--- config.mk ---
export PLATFORM = sky130hd
export DESIGN_NAME = cst_mult
export DESIGN_NICKNAME = d
export VERILOG_FILES = /design/src/rtl/cst_pkg.sv /design/src/rtl/cst_csa.sv /design/src/rtl/cst_tree.sv /design/src/rtl/cst_prefix_add.sv /design/src/rtl/cst_mult.sv
export SDC_FILE = /design/constraint.sdc
export NUM_CORES = 1
export LEC_CHECK = 0
export BUFFER_PORTS_ARGS = -buffer_cell sky130_fd_sc_hd__buf_4
export CORE_MARGIN = 3
export CORE_UTILIZATION = 63
export CTS_CLUSTER_DIAMETER = 150
export DETAILED_ROUTE_END_ITERATION = 7
export GPL_TIMING_DRIVEN = 1
export MAX_ROUTING_LAYER = met4
export PLACE_DENSITY_LB_ADDON = 0.08
export SLEW_MARGIN = 0
export SYNTH_ARGS = -nofsm -noshare
export SYNTH_HDL_FRONTEND = slang
export SYNTH_SLANG_ARGS = --single-unit
--- constraint.sdc ---
create_clock -name clk -period 1.7 [get_ports clk]
set_clock_uncertainty 0.15 [all_clocks]
set_input_delay 0.425 -clock clk [delete_from_list [all_inputs] [get_ports clk]]
set_output_delay 0.425 -clock clk [all_outputs]
set_load 0.02 [all_outputs]
--- src/rtl/cst_pkg.sv ---
package cst_pkg;

  // rows left after one level of 3-to-2 reduction
  function automatic int rows_after(input int c);
    return 2 * (c / 3) + (c % 3);
  endfunction

  // rows present at the input of level lv
  function automatic int rows_at(input int n, input int lv);
    int c;
    c = n;
    for (int k = 0; k < lv; k++) c = rows_after(c);
    return c;
  endfunction

  // number of levels until two rows remain
  function automatic int tree_levels(input int n);
    int c;
    int l;
    c = n;
    l = 0;
    while (c > 2) begin
      c = rows_after(c);
      l++;
    end
    return l;
  endfunction

  // full-adder sum and majority, kept as functions so the arithmetic is visible
  function automatic logic fa_sum(input logic x, input logic y, input logic z);
    return x ^ y ^ z;
  endfunction

  function automatic logic fa_maj(input logic x, input logic y, input logic z);
    return (x & y) | (x & z) | (y & z);
  endfunction

  // prefix operator: {generate, propagate} of a high span joined with a low span
  function automatic logic [1:0] pg_join(input logic [1:0] hi, input logic [1:0] lo);
    return {hi[1] | (hi[0] & lo[1]), hi[0] & lo[0]};
  endfunction

endpackage

--- src/rtl/cst_csa.sv ---
module cst_csa #(
  parameter int W = 16
) (
  input  logic [W-1:0] x,
  input  logic [W-1:0] y,
  input  logic [W-1:0] z,
  output logic [W-1:0] s,
  output logic [W-1:0] c
);
  import cst_pkg::*;

  logic [W-1:0] maj;

  for (genvar i = 0; i < W; i++) begin : g_bit
    assign s[i]   = fa_sum(x[i], y[i], z[i]);
    assign maj[i] = fa_maj(x[i], y[i], z[i]);
  end

  // carry weighs one place more; top majority bit is beyond 2N and is zero in a valid tree
  assign c = {maj[W-2:0], 1'b0};

  // the stage keeps the value of its three inputs
  always_comb begin
    p_csa_balance_r3: assert (W'(s + c) == W'(x + y + z));
  end

endmodule

--- src/rtl/cst_tree.sv ---
module cst_tree #(
  parameter int N = 8,
  parameter int W = 2 * N
) (
  input  logic [N-1:0][W-1:0] rows,
  output logic [W-1:0]        vec_x,
  output logic [W-1:0]        vec_y
);
  import cst_pkg::*;

  localparam int LV = tree_levels(N);

  logic [N-1:0][W-1:0] lvl [LV+1];

  assign lvl[0] = rows;

  for (genvar l = 0; l < LV; l++) begin : g_lv
    localparam int CIN  = rows_at(N, l);
    localparam int NG   = CIN / 3;
    localparam int REM  = CIN % 3;
    localparam int COUT = 2 * NG + REM;

    for (genvar g = 0; g < NG; g++) begin : g_csa
      cst_csa #(.W(W)) u_csa (
        .x(lvl[l][3*g]),
        .y(lvl[l][3*g+1]),
        .z(lvl[l][3*g+2]),
        .s(lvl[l+1][2*g]),
        .c(lvl[l+1][2*g+1])
      );
    end

    for (genvar r = 0; r < REM; r++) begin : g_pass
      assign lvl[l+1][2*NG+r] = lvl[l][3*NG+r];
    end

    for (genvar r = COUT; r < N; r++) begin : g_idle
      assign lvl[l+1][r] = '0;
    end
  end

  assign vec_x = lvl[LV][0];
  assign vec_y = lvl[LV][1];

endmodule

--- src/rtl/cst_prefix_add.sv ---
module cst_prefix_add #(
  parameter int W = 16
) (
  input  logic [W-1:0] a,
  input  logic [W-1:0] b,
  output logic [W-1:0] s
);
  import cst_pkg::*;

  localparam int STG = (W > 1) ? $clog2(W) : 1;

  logic [W-1:0] gen [STG+1];
  logic [W-1:0] prp [STG+1];
  logic [W-1:0] cin_v;

  assign gen[0] = a & b;
  assign prp[0] = a ^ b;

  for (genvar k = 0; k < STG; k++) begin : g_stage
    localparam int D = 1 << k;
    for (genvar i = 0; i < W; i++) begin : g_col
      if (i >= D) begin : g_join
        assign {gen[k+1][i], prp[k+1][i]} =
          pg_join({gen[k][i], prp[k][i]}, {gen[k][i-D], prp[k][i-D]});
      end else begin : g_keep
        assign gen[k+1][i] = gen[k][i];
        assign prp[k+1][i] = prp[k][i];
      end
    end
  end

  assign cin_v = {gen[STG][W-2:0], 1'b0};
  assign s     = prp[0] ^ cin_v;

endmodule

--- src/rtl/cst_mult.sv ---
module cst_mult #(
  parameter int N       = 8,
  parameter bit REG_OUT = 1'b1
) (
  input  logic           clk,
  input  logic           rst_n,
  input  logic [N-1:0]   op_a,
  input  logic [N-1:0]   op_b,
  output logic [2*N-1:0] product
);
  localparam int W = 2 * N;

  logic [N-1:0][W-1:0] pp_rows;
  logic [W-1:0]        fin_x;
  logic [W-1:0]        fin_y;
  logic [W-1:0]        sum_comb;
  logic [W-1:0]        ref_prod;
  logic                past_ok;

  for (genvar i = 0; i < N; i++) begin : g_pp
    assign pp_rows[i] = (W'(op_a) << i) & {W{op_b[i]}};
  end

  cst_tree #(.N(N), .W(W)) u_tree (
    .rows (pp_rows),
    .vec_x(fin_x),
    .vec_y(fin_y)
  );

  cst_prefix_add #(.W(W)) u_add (
    .a(fin_x),
    .b(fin_y),
    .s(sum_comb)
  );

  if (REG_OUT) begin : g_reg
    always_ff @(posedge clk or negedge rst_n) begin
      if (!rst_n) product <= '0;
      else        product <= sum_comb;
    end
  end else begin : g_comb
    assign product = sum_comb;
  end

  // checking aids
  assign ref_prod = W'(op_a) * W'(op_b);

  always_ff @(posedge clk or negedge rst_n) begin
    if (!rst_n) past_ok <= 1'b0;
    else        past_ok <= 1'b1;
  end

  p_tree_sum_r4: assert property (@(posedge clk) disable iff (!rst_n)
    W'(fin_x + fin_y) == ref_prod);

  p_adder_exact_r1: assert property (@(posedge clk) disable iff (!rst_n)
    sum_comb == ref_prod);

  for (genvar i = 0; i < N; i++) begin : g_pp_chk
    p_row_gate_r2: assert property (@(posedge clk) disable iff (!rst_n)
      !op_b[i] |-> (pp_rows[i] == '0));
  end

  if (REG_OUT) begin : g_reg_chk
    p_latency_r5: assert property (@(posedge clk) disable iff (!rst_n)
      past_ok |-> (product == $past(ref_prod)));
  end else begin : g_comb_chk
    p_follow_r6: assert property (@(posedge clk) disable iff (!rst_n)
      product == ref_prod);
  end

endmodule

==> Word-level counts from Yosys, hierarchy flattened <==
Index checks and enable logic that the tools add are counted.
{ "word_totals": {"regBits": 16, "output_inout_bits": 16, "in_bits": 18, "word_cells": 753} }
{ "classes": {"bitwise_logic": 752} }
{ "op_table": {"columns": ["cell", "n"], "rows": [
  ["bitwise AND 1 bit", 337],
  ["bitwise OR 1 bit", 217],
  ["bitwise XOR 1 bit", 187],
  ["bitwise XOR 16 bit", 2],
  ["bitwise AND 10 x 16 -> 16 bit", 1],
  ["bitwise AND 11 x 16 -> 16 bit", 1],
  ["bitwise AND 12 x 16 -> 16 bit", 1],
  ["bitwise AND 13 x 16 -> 16 bit", 1],
  ["bitwise AND 14 x 16 -> 16 bit", 1],
  ["bitwise AND 15 x 16 -> 16 bit", 1],
  ["bitwise AND 8 x 16 -> 16 bit", 1],
  ["bitwise AND 9 x 16 -> 16 bit", 1],
  ["bitwise AND 15 bit", 1]
]} }

==> Logic depth before layout (Yosys ltp) <==
Gate-level depths: netlist (run 1).
{ "logic_depth": {"ltp_word": 22, "ltp_mapped": 14} }

==> Cells and area by module <==
A second synthesis (run 1) with hierarchy kept.
{ "unflattened": {"hier_cells": 279, "hier_area_um2": 3503.4} }
{ "by_module_without_submodules": {"columns": ["mod", "seq_area_each_um2", "instances", "area_each_um2", "cells_each"], "rows": [
  ["cst_csa", 0.0, 6, 335.3, 18],
  ["cst_mult", 400.4, 1, 804.5, 81],
  ["cst_prefix_add", 0.0, 1, 686.9, 90]
]} }

==> Worst setup path after synthesis (run 1) <==
No wires, ideal clock.
{ "synth_timing": {"kind": "input -> register", "startpoint": "input port op_a[4]", "endpoint": "register product[13]", "arrival_time_ns": 3.658, "path_stages": 12, "required_ns": 1.424, "slack_ns": -2.233, "setup_ns": 0.126, "cell_sequence": "and2_1 -> fa_1 -> inv_1 -> fa_1 -> fa_1 -> fa_1 -> inv_1 -> ha_1 -> a21oi_1 -> o221a_4 -> a21oi_2 -> xor2_1"} }
{ "synth_between": {"elab_chain_len": 21, "elab_cells_between_ends": 252, "cone_classes": "bitwise: 252"} }
{ "synth_lines": {"columns": ["element", "line_no", "source"], "rows": [
  ["start, declared", "cst_mult.sv:7", "input logic [N-1:0] op_a,"],
  ["bitwise AND 10 x 16 -> 16 bit (tied with other cells)", "cst_mult.sv:21", "assign pp_rows[i] = (W'(op_a) << i) & {W{op_b[i]}};"],
  ["bitwise AND 1 bit", "cst_pkg.sv:35", "return (x & y) | (x & z) | (y & z);"],
  ["bitwise OR 1 bit (2 in series)", "cst_pkg.sv:35", null],
  ["bitwise AND 1 bit", "cst_pkg.sv:35", null],
  ["bitwise OR 1 bit (2 in series)", "cst_pkg.sv:35", null],
  ["bitwise AND 1 bit", "cst_pkg.sv:35", null],
  ["bitwise OR 1 bit (2 in series)", "cst_pkg.sv:35", null],
  ["bitwise AND 1 bit", "cst_pkg.sv:35", null],
  ["bitwise OR 1 bit (2 in series)", "cst_pkg.sv:35", null],
  ["bitwise XOR 16 bit or bitwise AND 15 bit (tied branches)", "cst_prefix_add.sv:17, cst_prefix_add.sv:16", null],
  ["bitwise AND 1 bit", "cst_pkg.sv:40", "return {hi[1] | (hi[0] & lo[1]), hi[0] & lo[0]};"],
  ["bitwise OR 1 bit or bitwise AND 1 bit (tied branches)", "cst_pkg.sv:40", null],
  ["bitwise AND 1 bit or bitwise OR 1 bit (tied branches)", "cst_pkg.sv:40", null],
  ["bitwise OR 1 bit or bitwise AND 1 bit (tied branches)", "cst_pkg.sv:40", null],
  ["bitwise OR 1 bit (2 in series)", "cst_pkg.sv:40", null],
  ["bitwise XOR 16 bit (*)", "cst_prefix_add.sv:33", "assign s = prp[0] ^ cin_v;"],
  ["named net sum_comb[13]", "cst_mult.sv:16", "logic [W-1:0] sum_comb;"],
  ["end signal, assigned", "cst_mult.sv:39", "else product <= sum_comb;"],
  ["end, declared", "cst_mult.sv:9", "output logic [2*N-1:0] product"]
]} }
The timed path passes the listed nets; every way through them passes the cells marked *.

==> Worst setup path after layout (run 1) <==
{ "layout_timing": {"startpoint": "input port op_b[5]", "endpoint": "register product[14]"} }
{ "layout_between": {"elab_chain_len": 21, "elab_cells_between_ends": 447, "cone_classes": "bitwise: 447"} }
{ "layout_lines": {"columns": ["element", "line_no", "source"], "rows": [
  ["start, declared", "cst_mult.sv:8", "input logic [N-1:0] op_b,"],
  ["bitwise AND 13 x 16 -> 16 bit (*)", "cst_mult.sv:21", null],
  ["bitwise AND 1 bit", "cst_pkg.sv:35", null],
  ["bitwise OR 1 bit (2 in series)", "cst_pkg.sv:35", null],
  ["bitwise XOR 1 bit (2 in series)", "cst_pkg.sv:31", "return x ^ y ^ z;"],
  ["bitwise AND 1 bit", "cst_pkg.sv:35", null],
  ["bitwise OR 1 bit (2 in series)", "cst_pkg.sv:35", null],
  ["bitwise AND 1 bit", "cst_pkg.sv:35", null],
  ["bitwise OR 1 bit (2 in series)", "cst_pkg.sv:35", null],
  ["[2 not listed]", null, null],
  ["bitwise OR 1 bit", "cst_pkg.sv:40", null],
  ["bitwise AND 1 bit", "cst_pkg.sv:40", null],
  ["bitwise OR 1 bit", "cst_pkg.sv:40", null],
  ["bitwise AND 1 bit or bitwise OR 1 bit (tied branches)", "cst_pkg.sv:40", null],
  ["bitwise OR 1 bit or bitwise AND 1 bit (tied branches)", "cst_pkg.sv:40", null],
  ["bitwise OR 1 bit", "cst_pkg.sv:40", null],
  ["bitwise XOR 16 bit (*)", "cst_prefix_add.sv:33", null],
  ["named net sum_comb[14]", "cst_mult.sv:16", null]
]} }
Marked as above.

==> results.cfg, run 1 <==
[outcome]
status = finished with violations
violations = DRC, setup timing

[cells_and_area]
fin_cells = 349
top_regs = product (16)
syn_to_final_growth_pct = 45.8
largest-register = product
final_cell_mix = buf_4, and2_1, fa_1
nNetsFinal = 386
antenna_cells = 0
largest_register_ffs = 16
drive_gt1_share_pct = 44.6
mostFrequentLayoutCell = buf_4

[timing]
period_needed_ns = 4.04
fin_ws_ns = -2.34
fin_crit_sh_pct = 238
whs_ns = 0.331
rsz0062_at_grt = true
max_freq_mhz = 247
maxSlewViolCount = 0
worst_pin_slew_ns = 0.427
setup_viol = 13
relSlewSlack_pct = 71.5
setup-tns-final_ns = -22.89
hold_viol = 0

[synth]
ys_ff_latch = 16
yosys_warnings = 0
synthCells = 223
postSynthAreaPerCell_sq_um = 10.2
yosysUniqueCellTypes = 25
syn_nets = 305
yosysSeqAreaShare_pct = 17.6
synth_area_sq_um = 2270

[power]
irDropWorstVdd_mv = 1.44
powerDensity_nw_per_um2 = 1480
leakage_nw = 1.58

[grt]
grt_max_degree = 17
grt_overflow_total = 0
busiest_layer = met2
grt_util_met1_pct = 39.1
grt_usage_pct = 38.8
met3_usage_pct = 7.65
grt_first_pass_wirelength_mm = 11.7
grt_util_met2_pct = 69.9
grt_pass1_vias = 2291
antenna_found_initial = 0

[placed_design]
dp_hpwl_mm = 4.71
portBuffers = 33
dp_cells = 339
place_congestion = 0.882

[worst_setup_path]
worstSetupPathType = in2reg
critPathMaxFanout = 6
cp-end-kind = flip-flop
crit_required_ns = 1.81
cp-start-kind = primary input
cp.arrival_ns = 4.15

[detailed_routing]
drt_iter0_markers = 421
routedWlPerCell_um = 29.8
firstDrtPassIters = 7
drtAntennaViolNets = 0
wirelength_mm = 10.4
vias_per_cell = 7.01
vias = 2446
drc = 1

[clocking]
h-tree-depth = 1
cts_tree = yes
cts_inserted_buffers = 3
cts_buffer_depth = 2
clockRootBuffer = clkbuf_4
clkSlewWorstSetupHoldPaths_ns = 0.12
cts.sinks = 16

[floorplan]
start_util_pct = 66.6
boundaryPins = 34
rows = 21
chipWidth_um = 66.1
die_h_um = 66.1
core_sq_um = 3420
dieArea_sq_um = 4370

[flow_run]
cap_violations = 0

[worst_hold_path]
hp-class = in2async
[kinds of logic (layout without fill, tap and decap cells)]
kind of cell,Yosys count,count (layout),synth area share [%]
buffers and inverters,37,117,6.11
DFF,16,16,17.6
adders and majority gates,64,64,48.1
AOI/OAI and AO/OA,16,16,5.61
and+or+nand+nor,81,81,19.1
xor gates and xnor gates,9,9,3.47
[Yosys cell counts, drive strengths merged]
cell / count / area, sq um
o22ai: 1 / 6.26
o221ai: 1 / 8.76
o311ai: 1 / 8.76
o2111ai: 2 / 23.8
o221a: 1 / 20.0
and2: 43 / 269
or2: 1 / 6.26
nand2: 23 / 86.3
nor3: 1 / 5.00
xnor2: 7 / 61.3
o21ai: 1 / 5.00
inv: 37 / 139
nor2b: 2 / 12.5
a21oi: 7 / 42.5
xor2: 2 / 17.5
and3: 1 / 6.26
fa: 39 / 781
nor2: 4 / 15.0
ha: 25 / 313
nand3: 6 / 35.0
dfrtp: 16 / 400
a31oi: 2 / 12.5
[routing by layer]
metal | part of all wire [%] | vias to the layer above
li1 | - | 861
met1 | 29 | 1133
met2 | 45 | 303
met3 | 12 | 149
met4 | 13 | 0
met5 | 0 | -
[how the worst max path moves through the flow]
stage             from     endpoint  slack (ns)  cells past startpoint
3_3_place_gp   op_a[4]  product[13]       -2.32                     13
2_1_floorplan  op_b[5]  product[13]       -2.11                     12
3_5_place_dp   op_b[5]  product[13]       -2.39                     13
5_1_grt        op_a[2]  product[13]       -2.43                     13
6_report       op_b[5]  product[14]       -2.34                     13
4_1_cts        op_a[2]  product[13]       -2.02                     13
[area by class of cell]
class / instances / area (sq um)
tap: 46 / 57.6
timing repair buffer: 76 / 637
multi-input combinational: 170 / 2050
sequential: 16 / 400
inverter: 37 / 139
clock buffer: 4 / 36.3
fill: 59 / 100
[power by group]
part	internal (W)	total, W	switching (W)
Sequential	0.000548	0.000607	0.0000589
Combinational	0.00184	0.00402	0.00218
Clock	0.000131	0.000292	0.000161
[worst max-delay path, cell delays in order]
cell and delay (ns):
buf_6 0.12, and2_1 0.19, fa_2 0.36, fa_1 0.57, inv_1 0.08, fa_1 0.59
inv_1 0.07, fa_1 0.63, ha_4 0.29, nand2_1 0.19, o2111ai_4 0.15, a31oi_1 0.31
xnor2_1 0.17
[metrics by stage]
stage | cell area, sq um | setup slack, ns | util, % | power [W]
after global routing | 3320 | -2.43 | 97.1 | 0.00510
after floorplan | 2450 | -2.11 | - | 0.00254
after detailed placement | 3030 | -2.39 | 88.8 | 0.00359
after global placement | 3030 | -2.32 | 88.8 | 0.00342
final | 3320 | -2.34 | 97.1 | 0.00492
after CTS | 3210 | -2.02 | 93.8 | 0.00408
[repair_timing]
| action | 4_1_cts | 5_1_grt |
|---|---|---|
| endpoints found under the hold margin | 16 | 0 |
| hold buffers | 1 | 0 |
| gates resized for setup | 26 | 21 |
| endpoints found under the setup margin | 13 | 13 |
| pin swaps | 35 | 15 |
| setup buffers | 3 | 4 |
Power figures use the tool's default switching activity.
==> run 2: changes to the inputs <==
--- a/config.mk
+++ b/config.mk
@@ -9,3 +9,3 @@
 export CORE_MARGIN = 3
-export CORE_UTILIZATION = 63
+export CORE_UTILIZATION = 58
 export CTS_CLUSTER_DIAMETER = 150
==> constraint.sdc (replaced) <==
create_clock -name clk -period 3.95 [get_ports clk]
set_clock_uncertainty 0.15 [all_clocks]
set_input_delay 0 -clock clk [delete_from_list [all_inputs] [get_ports clk]]
set_output_delay 0 -clock clk [all_outputs]
set_load 0.02 [all_outputs]
==> run 2 against run 1 <==
Against the previous run: the run now ends clean; sequential power fell by 58%; sequential cell count stayed put; global-route usage shrank 16 points; combinational power decreased by 76%; hold slack worse by 0.31 ns; non-clock buffer count shrank 39; first-iteration DRC count fell by 83%; clock power decreased by 51%; critical endpoint is now product[15]; worst setup slack gained 2.7 ns; clock-buffer cell count unchanged; power shrank 72%; core utilization decreased by 25 points.
==> results.cfg, run 2 (synthesis results as in run 1) <==
[outcome]
status = finished, final reports clean

[floorplan]
dieArea_sq_um = 4710
start_util_pct = 61.2
boundaryPins = 34
core_sq_um = 3720
die_h_um = 68.6
chipWidth_um = 68.6
rows = 22

[cells_and_area]
top_regs = product (16)
antenna_cells = 0
nNetsFinal = 347
mostFrequentLayoutCell = and2_1
largest_register_ffs = 16
drive_gt1_share_pct = 16.3
nFillCells = 273
final_cell_mix = and2_1, fa_1, inv_1
syn_to_final_growth_pct = 17.7
largest-register = product
fin_util_pct = 72.1
fin_cells = 312
finalInstanceArea_sq_um = 2680

[timing]
setup_viol = 0
fin_ws_ns = 0.323
hold_viol = 0
period_needed_ns = 3.63
fin_crit_sh_pct = 91.8
relSlewSlack_pct = 54.4
setup-tns-final_ns = 0
worst_pin_slew_ns = 0.682
max_freq_mhz = 276
rsz0062_at_grt = false
maxSlewViolCount = 0

[flow_run]
cap_violations = 0

[placed_design]
place_congestion = 0.847
dp_hpwl_mm = 3.88
placed_cell_area_sq_um = 2580
portBuffers = 33
post-place-ws_ns = 0.0680
dp_cells = 304

[worst_hold_path]
whs_path_depth = 3
hp-class = in2reg
hold_end = product[1]
hold_start = op_a[0]

[worst_setup_path]
cp.arrival_ns = 3.65
cp-end-kind = flip-flop
cp-start-kind = primary input
critPathMaxFanout = 8
worstSetupPathType = in2reg
crit_required_ns = 3.97

[clocking]
cts_resized = 0
cts_tree = yes
clkSlewWorstSetupHoldPaths_ns = 0.06
clockRootBuffer = clkbuf_8
cts_buffer_depth = 2
cts.sinks = 16
cts_hold_buf = 4
h-tree-depth = 1
cts_inserted_buffers = 3
post-cts-setup-buffers = 0

[grt]
grt_max_degree = 17
grt_usage_pct = 23.2
grt_overflow_total = 0
grt_pass1_vias = 1716
grt_first_pass_wirelength_mm = 7.87
antenna_found_initial = 0

[power]
clock_power_share_pct = 10.4
power_frac_seq_pct = 18.7
p_sw_share_pct = 44.8
irDropWorstVdd_mv = 0.378
internal_power_w = 0.000750
share_comb_of_total_power_pct = 70.9
leakage_nw = 1.36
powerDensity_nw_per_um2 = 507
switching_power_w = 0.000608

[detailed_routing]
routedWlPerCell_um = 14.9
vias = 1661
firstDrtPassIters = 4
drc = 0
drtAntennaViolNets = 0
vias_per_cell = 5.32
wirelength_mm = 4.64
drt_iter0_markers = 73
## run 2: cell count changes in the layout (fill, tap and decap cells not counted), sizes merged
| cell | before | now |
|---|---|---|
| dlygate4sd3 | 1 | 4 |
| buf | 75 | 33 |
## run 2: final cells by class
type	count	area, sq um	area share (%)
inverter	37	139	5.19
tap	48	60.1	2.24
clock buffer	4	55.1	2.06
sequential	16	400	15.0
timing repair buffer	37	288	10.7
multi-input combinational	170	1740	64.8
## run 2: worst max-delay path by stage
stage | endpoint | slack, ns | start | cells past startpoint
after floorplan | product[13] | 0.44 | op_a[4] | 12
after global placement | product[14] | 0.12 | op_a[6] | 13
after detailed placement | product[15] | 0.07 | op_a[6] | 13
after CTS | product[15] | 0.32 | op_a[6] | 13
after global routing | product[15] | 0.17 | op_a[4] | 13
final | product[15] | 0.32 | op_a[4] | 13
## run 2: per-stage QoR
step	hold slack, ns	total power [W]
after floorplan	-0.446	0.000949
after global placement	-0.287	0.00120
after detailed placement	-0.284	0.00123
after CTS	0.0191	0.00137
after global routing	0.0423	0.00150
final	0.0245	0.00136
## run 2: critical path, stage by stage
cell,delay (ns)
buf_4,0.14
and2_1,0.17
fa_1,0.53
inv_1,0.05
fa_1,0.47
fa_1,0.50
fa_1,0.54
inv_1,0.05
ha_1,0.34
a21oi_1,0.30
o22ai_1,0.17
o221ai_1,0.24
xnor2_1,0.15
## run 2: metal layers
metal | global-route usage (%) | wire [um]
met5 | - | 0
met4 | 3.72 | 47
met3 | 3.08 | 155
met2 | 41.5 | 2630
met1 | 28.3 | 1810
## run 2: power by group through the flow
stage,Combinational [W],Sequential (W),Clock (W)
after floorplan,0.000608,0.000341,0
after global placement,0.000948,0.000254,0
after detailed placement,0.000973,0.000257,0
after CTS,0.000977,0.000254,0.000144
after global routing,0.00108,0.000262,0.000155
final,0.000963,0.000254,0.000142
==> run 3: changes to the inputs <==
- MAX_ROUTING_LAYER: met4 -> not set
==> run 3 against run 2 <==
Against the previous run: the run now ends with hold timing left; power decreased by 0.85%; combinational power decreased by 1%; worst setup slack improved by 0.048 ns; hold slack got worse by 0.032 ns; sequential power about the same; clock power about the same; non-clock buffer count decreased by 1; sequential cell count unchanged; first-iteration DRC count increased by 14%; via count decreased by 0.54%; global-route usage decreased by 2.3 points; fmax increased by 1.4%; critical endpoint unchanged; largest power group unchanged.
==> results.cfg, run 3 (synthesis results as in run 1) <==
[floorplan]
start_util_pct = 61.2
dieArea_sq_um = 4710
rows = 22
core_sq_um = 3720
die_h_um = 68.6
chipWidth_um = 68.6
boundaryPins = 34

[placed_design]
portBuffers = 33
dp_hpwl_mm = 3.69
dp_cells = 304
post-place-ws_ns = 0.115
place_congestion = 0.819

[clocking]
clockRootBuffer = clkbuf_8
cts_tree = yes
clkSlewWorstSetupHoldPaths_ns = 0.06
cts_buffer_depth = 2
cts_inserted_buffers = 3
cts.sinks = 16
h-tree-depth = 1
post-cts-setup-buffers = 0

[detailed_routing]
vias = 1652
met3_length_um = 131
drt_iter0_markers = 83
routed-wl-met2_mm = 2.41
vias_per_cell = 5.31
wirelength_mm = 4.32
drtAntennaViolNets = 0
drc = 0
firstDrtPassIters = 4
routedWlPerCell_um = 13.9
wl_met1_mm = 1.72
top_layer_used = met4

[timing]
setup-tns-final_ns = 0
period_needed_ns = 3.58
rsz0062_at_grt = false
worst_pin_slew_ns = 0.304
fin_crit_sh_pct = 90.6
whs_ns = -0.00753
fin_ws_ns = 0.372
maxSlewViolCount = 0
max_freq_mhz = 279
hold_viol = 16
relSlewSlack_pct = 79.4
setup_viol = 0

[grt]
grt_max_degree = 17
grt_usage_pct = 20.8
antenna_found_initial = 0
grt_first_pass_wirelength_mm = 7.35
grt_overflow_total = 0
grt_pass1_vias = 1690

[worst_hold_path]
hp-class = in2async

[worst_setup_path]
crit_required_ns = 3.97
critPathMaxFanout = 8
cp-end-kind = flip-flop
cp-start-kind = primary input
cp.arrival_ns = 3.60
worstSetupPathType = in2reg

[cells_and_area]
largest-register = product
nNetsFinal = 346
final_cell_mix = and2_1, fa_1, inv_1
largest_register_ffs = 16
antenna_cells = 0
top_regs = product (16)
nFillCells = 298
fin_cells = 311
drive_gt1_share_pct = 16.3
syn_to_final_growth_pct = 17.3
mostFrequentLayoutCell = and2_1

[outcome]
violations = hold timing
status = finished with violations

[power]
leakage_nw = 1.35
clock_power_share_pct = 10.6
share_comb_of_total_power_pct = 70.6
internal_power_w = 0.000748
power_frac_seq_pct = 18.8
irDropWorstVdd_mv = 0.366
switching_power_w = 0.000598
powerDensity_nw_per_um2 = 505
p_sw_share_pct = 44.4

[flow_run]
cap_violations = 0
## run 3: cell count changes in the layout (fill, tap and decap cells not counted)
cell,previous run,this run
dlygate4sd3_1,4,3
## run 3: cell type report
cell class / instances / area (sq um) / area share (%)
multi-input cells: 170 / 1740 / 65.1
flip-flops and latches: 16 / 400 / 15.0
repair buffers: 36 / 278 / 10.4
inverters: 37 / 139 / 5.21
well taps: 48 / 60.1 / 2.25
clock buffers: 4 / 55.1 / 2.06
## run 3: timing repair
item | in CTS | in global routing
hold buffers | 3 | 0
gates resized for setup | 0 | 0
hold endpoints to repair | 17 | 0
## run 3: layer usage
metal	GRT usage, %	vias to the layer above
met5	0	-
met4	4.71	0
met3	2.76	6
met2	38.3	33
met1	25.8	839
li1	-	774
## run 3: power groups by stage
stage | logic, W | registers, W | clock network (W)
finish | 0.000951 | 0.000253 | 0.000143
global route | 0.00107 | 0.000258 | 0.000157
CTS | 0.000969 | 0.000253 | 0.000145
detailed placement | 0.000963 | 0.000256 | 0
global placement | 0.000943 | 0.000255 | 0
floorplan | 0.000608 | 0.000341 | 0
## run 3: through the flow
step | util, % | hold WS (ns) | instance area [sq um] | power, W
2_1_floorplan | - | -0.446 | 2270 | 0.000949
3_3_place_gp | 69.5 | -0.286 | 2580 | 0.00120
3_5_place_dp | 69.5 | -0.284 | 2580 | 0.00122
4_1_cts | 71.8 | 0.00276 | 2670 | 0.00137
5_1_grt | 71.8 | 0.0122 | 2670 | 0.00149
6_report | 71.8 | -0.00753 | 2670 | 0.00135
## run 3: worst paths after layout
check | to | start | slack (ns) | cells after the start
setup / recovery | product[15] | op_b[0] | 0.37 | 13
hold / removal | product[13] | rst_n | -0.008 | 2
max in group asynchronous | product[2] | rst_n | 3.48 | 2
min in group clk | product[1] | op_a[0] | 0 | 3
## run 3: worst max-delay path: stages
cell      delay, ns
buf_4          0.13
nand2_1        0.08
fa_1           0.53
fa_1           0.52
fa_1           0.54
inv_1          0.05
ha_1           0.29
ha_1           0.25
fa_1           0.40
a21oi_1        0.29
o22ai_1        0.15
o221ai_1       0.21
xnor2_1        0.14
